===== config.mk =====
export PLATFORM = sky130hd
export DESIGN_NAME = user_reg_window
export DESIGN_NICKNAME = d
export VERILOG_FILES = /design/src/rtl/urw_pkg.sv /design/src/rtl/urw_ctrl.sv /design/src/rtl/urw_timecount.sv /design/src/rtl/urw_datapath.sv /design/src/rtl/user_reg_window.sv
export SDC_FILE = /design/constraint.sdc
export NUM_CORES = 1
export LEC_CHECK = 0
export ABC_AREA = 1
export BUFFER_PORTS_ARGS = -buffer_cell sky130_fd_sc_hd__buf_2
export CORE_MARGIN = 4
export CORE_UTILIZATION = 55
export DETAILED_ROUTE_END_ITERATION = 6
export GPL_TIMING_DRIVEN = 1
export PLACE_DENSITY = 0.93
export SETUP_SLACK_MARGIN = 0.2
export SLEW_MARGIN = 20
export SYNTH_ARGS = -nofsm -noshare
export SYNTH_HDL_FRONTEND = slang
export SYNTH_SLANG_ARGS = --single-unit

===== constraint.sdc =====
create_clock -name clk -period 4.81 [get_ports clk]
set_clock_uncertainty 0.1 [all_clocks]
set_input_delay 0.481 -clock clk [delete_from_list [all_inputs] [get_ports clk]]
set_output_delay 0.481 -clock clk [all_outputs]
set_load 0.02 [all_outputs]

===== src/rtl/urw_pkg.sv =====
package urw_pkg;

  // Offsets with defined behaviour; all other offsets are undefined.
  localparam logic [15:0] OFS_CLASS   = 16'h0000;
  localparam logic [15:0] OFS_TIME_LO = 16'h0080;
  localparam logic [15:0] OFS_TIME_HI = 16'h0084;
  localparam logic [15:0] OFS_BELL    = 16'h0090;

  localparam logic [15:0] CLASS_VALUE = 16'd50017;

  // Strobes from the decoder to the datapath.
  typedef struct packed {
    logic rdEn;
    logic selClass;
    logic selTimeLo;
    logic selTimeHi;
    logic bellWr;
  } urw_strobe_t;

endpackage


===== src/rtl/urw_ctrl.sv =====
module urw_ctrl
  import urw_pkg::*;
#(
  parameter int ADDR_W = 16
) (
  input  logic              reqValid,
  input  logic              reqWrite,
  input  logic [ADDR_W-1:0] reqAddr,
  output urw_strobe_t       strobes
);

  logic isRead;
  logic isWrite;
  logic hitClass;
  logic hitLo;
  logic hitHi;
  logic hitBell;

  always_comb begin
    isRead   = reqValid && !reqWrite;
    isWrite  = reqValid && reqWrite;
    hitClass = (reqAddr == ADDR_W'(OFS_CLASS));
    hitLo    = (reqAddr == ADDR_W'(OFS_TIME_LO));
    hitHi    = (reqAddr == ADDR_W'(OFS_TIME_HI));
    hitBell  = (reqAddr == ADDR_W'(OFS_BELL));

    strobes.rdEn      = isRead;
    strobes.selClass  = isRead && hitClass;
    strobes.selTimeLo = isRead && hitLo;
    strobes.selTimeHi = isRead && hitHi;
    strobes.bellWr    = isWrite && hitBell;
  end

endmodule


===== src/rtl/urw_timecount.sv =====
module urw_timecount #(
  parameter int CNT_W = 56
) (
  input  logic             clk,
  input  logic             rstN,
  input  logic             tickEn,
  input  logic             loadEn,
  input  logic [CNT_W-1:0] loadValue,
  output logic [CNT_W-1:0] count
);

  always_ff @(posedge clk or negedge rstN) begin
    if (!rstN) begin
      count <= '0;
    end else if (loadEn) begin
      count <= loadValue;
    end else if (tickEn) begin
      count <= count + CNT_W'(1);
    end
  end

endmodule


===== src/rtl/urw_datapath.sv =====
module urw_datapath
  import urw_pkg::*;
#(
  parameter int DATA_W = 32,
  parameter int CNT_W  = 56,
  parameter int FRAC_W = 5
) (
  input  logic              clk,
  input  logic              rstN,
  input  urw_strobe_t       strobes,
  input  logic [DATA_W-1:0] reqWdata,
  input  logic [CNT_W-1:0]  count,
  output logic              rdValid,
  output logic [DATA_W-1:0] rdData,
  output logic              bellValid,
  output logic [DATA_W-1:0] bellId
);

  localparam int LO_W = DATA_W - FRAC_W;
  localparam int HI_W = CNT_W - LO_W;

  logic [DATA_W-1:0] wordClass;
  logic [DATA_W-1:0] wordLo;
  logic [DATA_W-1:0] wordHi;
  logic [DATA_W-1:0] rdNext;

  always_comb begin
    wordClass = DATA_W'(CLASS_VALUE);
    wordLo    = {count[LO_W-1:0], {FRAC_W{1'b0}}};
    wordHi    = DATA_W'(count[CNT_W-1:LO_W]);
    rdNext    = '0;
    if (strobes.selClass)  rdNext = wordClass;
    if (strobes.selTimeLo) rdNext = wordLo;
    if (strobes.selTimeHi) rdNext = wordHi;
  end

  always_ff @(posedge clk or negedge rstN) begin
    if (!rstN) begin
      rdValid <= 1'b0;
      rdData  <= '0;
    end else begin
      rdValid <= strobes.rdEn;
      rdData  <= strobes.rdEn ? rdNext : '0;
    end
  end

  always_ff @(posedge clk or negedge rstN) begin
    if (!rstN) begin
      bellValid <= 1'b0;
      bellId    <= '0;
    end else begin
      bellValid <= strobes.bellWr;
      if (strobes.bellWr) bellId <= reqWdata;
    end
  end

  if (HI_W > DATA_W) begin : g_bad_width
    initial $error("time count high part wider than data word");
  end

endmodule


===== src/rtl/user_reg_window.sv =====
module user_reg_window
  import urw_pkg::*;
#(
  parameter int ADDR_W = 16,
  parameter int DATA_W = 32,
  parameter int TIME_W = 61,
  parameter int FRAC_W = 5,
  localparam int CNT_W = TIME_W - FRAC_W
) (
  input  logic              clk,
  input  logic              rstN,
  input  logic              reqValid,
  input  logic              reqWrite,
  input  logic [ADDR_W-1:0] reqAddr,
  input  logic [DATA_W-1:0] reqWdata,
  output logic              rdValid,
  output logic [DATA_W-1:0] rdData,
  input  logic              tickEn,
  input  logic              loadEn,
  input  logic [CNT_W-1:0]  loadValue,
  output logic              bellValid,
  output logic [DATA_W-1:0] bellId
);

  urw_strobe_t      strobes;
  logic [CNT_W-1:0] count;

  urw_ctrl #(.ADDR_W(ADDR_W)) u_ctrl (
    .reqValid (reqValid),
    .reqWrite (reqWrite),
    .reqAddr  (reqAddr),
    .strobes  (strobes)
  );

  urw_timecount #(.CNT_W(CNT_W)) u_time (
    .clk       (clk),
    .rstN      (rstN),
    .tickEn    (tickEn),
    .loadEn    (loadEn),
    .loadValue (loadValue),
    .count     (count)
  );

  urw_datapath #(
    .DATA_W (DATA_W),
    .CNT_W  (CNT_W),
    .FRAC_W (FRAC_W)
  ) u_dp (
    .clk       (clk),
    .rstN      (rstN),
    .strobes   (strobes),
    .reqWdata  (reqWdata),
    .count     (count),
    .rdValid   (rdValid),
    .rdData    (rdData),
    .bellValid (bellValid),
    .bellId    (bellId)
  );

endmodule


==> results.yml <==
floorplanning:
  ios: 176
  floorplan.initialDensity_pct: 57.0
  core.rowCount: 39
  die_area_mm2: 0.0139
  die_x_um: 118
  core_mm2: 0.0116
  die_y_um: 118
worst_setup_path:
  r2r.worst_path.cells: 9
  reg2reg_from: "u_time.count[1]$_DFFE_PN0P_"
  cp.required_ns: 5.04
  startpoint_type: "input pin"
  rrSetupSlack_ns: 2.86
  worstSetupEndpointType: "flop"
  critical_path_class: "input pin to flop"
  cp.arrival_ns: 2.71
  critPathMaxFanout: 53
  startpoint: "loadEn"
  worstReg2RegEnd: "u_time.count[28]$_DFFE_PN0P_"
clock_tree:
  cts_sinks: 122
  cts.path.max_buffers: 2
  cts-buffers-inserted: 17
  clockRootBuffer: "clkbuf_16"
  clkLatencyLatePin_ns: 0.42
  htree_num_levels: 4
  cts_tree: "yes"
  cts_resized: 0
  clk_pin_slew_ns: 0.06
yosys:
  synth_cell_types: 36
  synth-main-ff-cell: "dfrtp_1"
  syn-cell-area_mm2: 0.00663
  synth.net_count: 983
  syn_inst: 872
  yosys_warnings: 0
  ys_seq_area_share_pct: 46.1
  synth_adder_area_share_pct: 0.189
  synth_compound_area_share_pct: 11.1
  syn_area_per_cell_um2: 7.60
  synth-seq-cells: 122
  async_flop_share_pct: 100
  synthSimpleGateAreaFrac_pct: 33.0
  synth.area.mux_share_pct: 0
  synthXorXnorAreaFrac_pct: 3.44
  synth-edff-count: 0
  synth_top_family_by_area: "simple AND/OR/NAND/NOR gates"
sta:
  period_needed_ns: 2.48
  hold_violations: 0
  worst_slack_ns: 2.33
  tns_ns: 0
  rsz0062_at_grt: "false"
  fmax_ghz: 0.403
  drv_slew: 0
  setup_violations: 0
  slew_headroom_pct: 26.3
  period_share_pct: 51.6
  tightestPinTransition_ns: 1.11
layout:
  drive_gt1_share_pct: 23.5
  area_growth_pct: 22.7
  layout_commonest_cell: "nand2_1"
  fillCellCount: 956
  num_antenna_cells: 0
  multi_input_area_mm2: 0.00316
  nets: 1157
  seq_area_mm2: 0.00305
  final_core_util_pct: 70.0
  layout_common_cells: "nand2_1 (285), buf_2 (174), nor2_1 (129), dfrtp_1 (122), inv_1 (78)"
grt:
  grt_pass1_vias: 6491
  grt_first_pass_wirelength_um: 33100
  grt_max_degree: 58
  antenna_found_initial: 1
  grt-ovfl-total: 0
  grt.total_usage_pct: 30.1
placed_design:
  hpwl_um: 15100
  finalWeightedCongestion: 1.01
  place_ws_ns: 1.98
  port_buffers: 175
routing:
  dr_total_vias: 6649
  antenna_left: 0
  drtIter0Drc: 645
  firstDrtPassIters: 7
  drc_errors: 0
  routedWlPerCell_um: 17.1
  routed_wl_um: 20500
  viasPerCell: 5.55
min_path:
  hold_class: "input pin to flop"
  min-delay-start: "reqWdata[30]"
  hold_depth: 3
  holdPathEnd: "u_dp.bellId[30]$_DFFE_PN0P_"
run_status:
  status: "completed"
power:
  peakVddDrop_v: 0.000202
  p_total_w: 0.00256
  p_per_area_mw_per_mm2: 315
  cellLeakagePower_nw: 4.20
flow_run:
  max_cap_viol_count: 0
==> cell type report <==
cell class              instances  area share [%]
clock buffers                  21            5.79
inverters                      79            3.65
repair buffers                180            11.3
multi-input cells             646            38.9
flip-flops and latches        122            37.6
clock inverters                 8           0.600
well taps                     143            2.20
==> what timing repair did <==
| item | 4_1_cts | 5_1_grt |
|---|---|---|
| hold buffers | 1 | 0 |
| endpoints found under the hold margin | 19 | 0 |
| buffers inserted | 0 | 0 |
==> worst max-delay path by stage <==
stage                                  end  slack (ns)
6_report       u_time.count[4]$_DFFE_PN0P_        2.33
5_1_grt        u_time.count[2]$_DFFE_PN0P_        2.18
4_1_cts        u_time.count[4]$_DFFE_PN0P_        2.41
3_5_place_dp   u_time.count[4]$_DFFE_PN0P_        1.98
3_3_place_gp   u_time.count[2]$_DFFE_PN0P_        2.12
2_1_floorplan    u_dp.rdData[19]$_DFF_PN0_        3.24
==> power by group <==
part | internal, W | switching [W]
Combinational | 0.000107 | 0.000177
Sequential | 0.00108 | 0.0000676
Clock | 0.000684 | 0.000448
==> metrics by stage <==
| stage | area, um^2 | std cells | hold WS, ns |
|---|---|---|---|
| 2_1_floorplan | 6630 | 872 | 0.0854 |
| 3_3_place_gp | 7600 | 1169 | 0.275 |
| 3_5_place_dp | 7600 | 1169 | 0.276 |
| 4_1_cts | 8130 | 1199 | 0.145 |
| 5_1_grt | 8130 | 1199 | 0.158 |
| 6_report | 8130 | 1199 | 0.153 |
==> cell families after synthesis <==
group / count (synthesis)
and+or+nand+nor: 506
DFF: 122
AOI/OAI and AO/OA: 113
buffers and inverters: 104
xor gates and xnor gates: 26
adders and majority gates: 1
==> cell usage after synthesis (2+ instances only) <==
library cell	n	area [um^2]
nand2_2	10	62.6
o21ai_1	13	65.1
nand4_1	14	87.6
nand3_1	35	175
nand2_1	285	1070
nor2_1	129	484
a22oi_1	45	338
o22ai_1	18	113
nor2_4	9	101
clkbuf_1	13	48.8
buf_4	3	22.5
xnor2_1	2	17.5
nand3b_1	3	22.5
buf_2	7	35.0
nor2_2	13	81.3
dfrtp_1	122	3050
a21oi_1	6	30.0
o21bai_1	4	30.0
o21ai_0	20	100
o211ai_1	2	15.0
buf_1	2	7.51
inv_1	78	293
o221ai_1	3	26.3
xor2_1	24	210
==> flip-flops by register name, summed over array words and instances, names as in the netlist <==
signal	flops
u_dp.bellId	32
u_dp.rdData	32
u_dp.bellValid	1
u_time.count	56
u_dp.rdValid	1
==> worst max-delay path, cell delays in order <==
cell,delay [ns]
buf_2,0.44
nor2_2,0.91
buf_4,0.43
inv_1,0.17
o221ai_1,0.22
==> per-layer routing <==
layer	up-vias	global-route usage [%]	part of all wire, %
met2	345	49.7	48
met1	3105	39.0	41
li1	3158	-	-
met5	-	0	0.034
met4	2	11.4	2.6
met3	39	6.39	8.2
No activity file was read; power rests on OpenSTA's default activity.
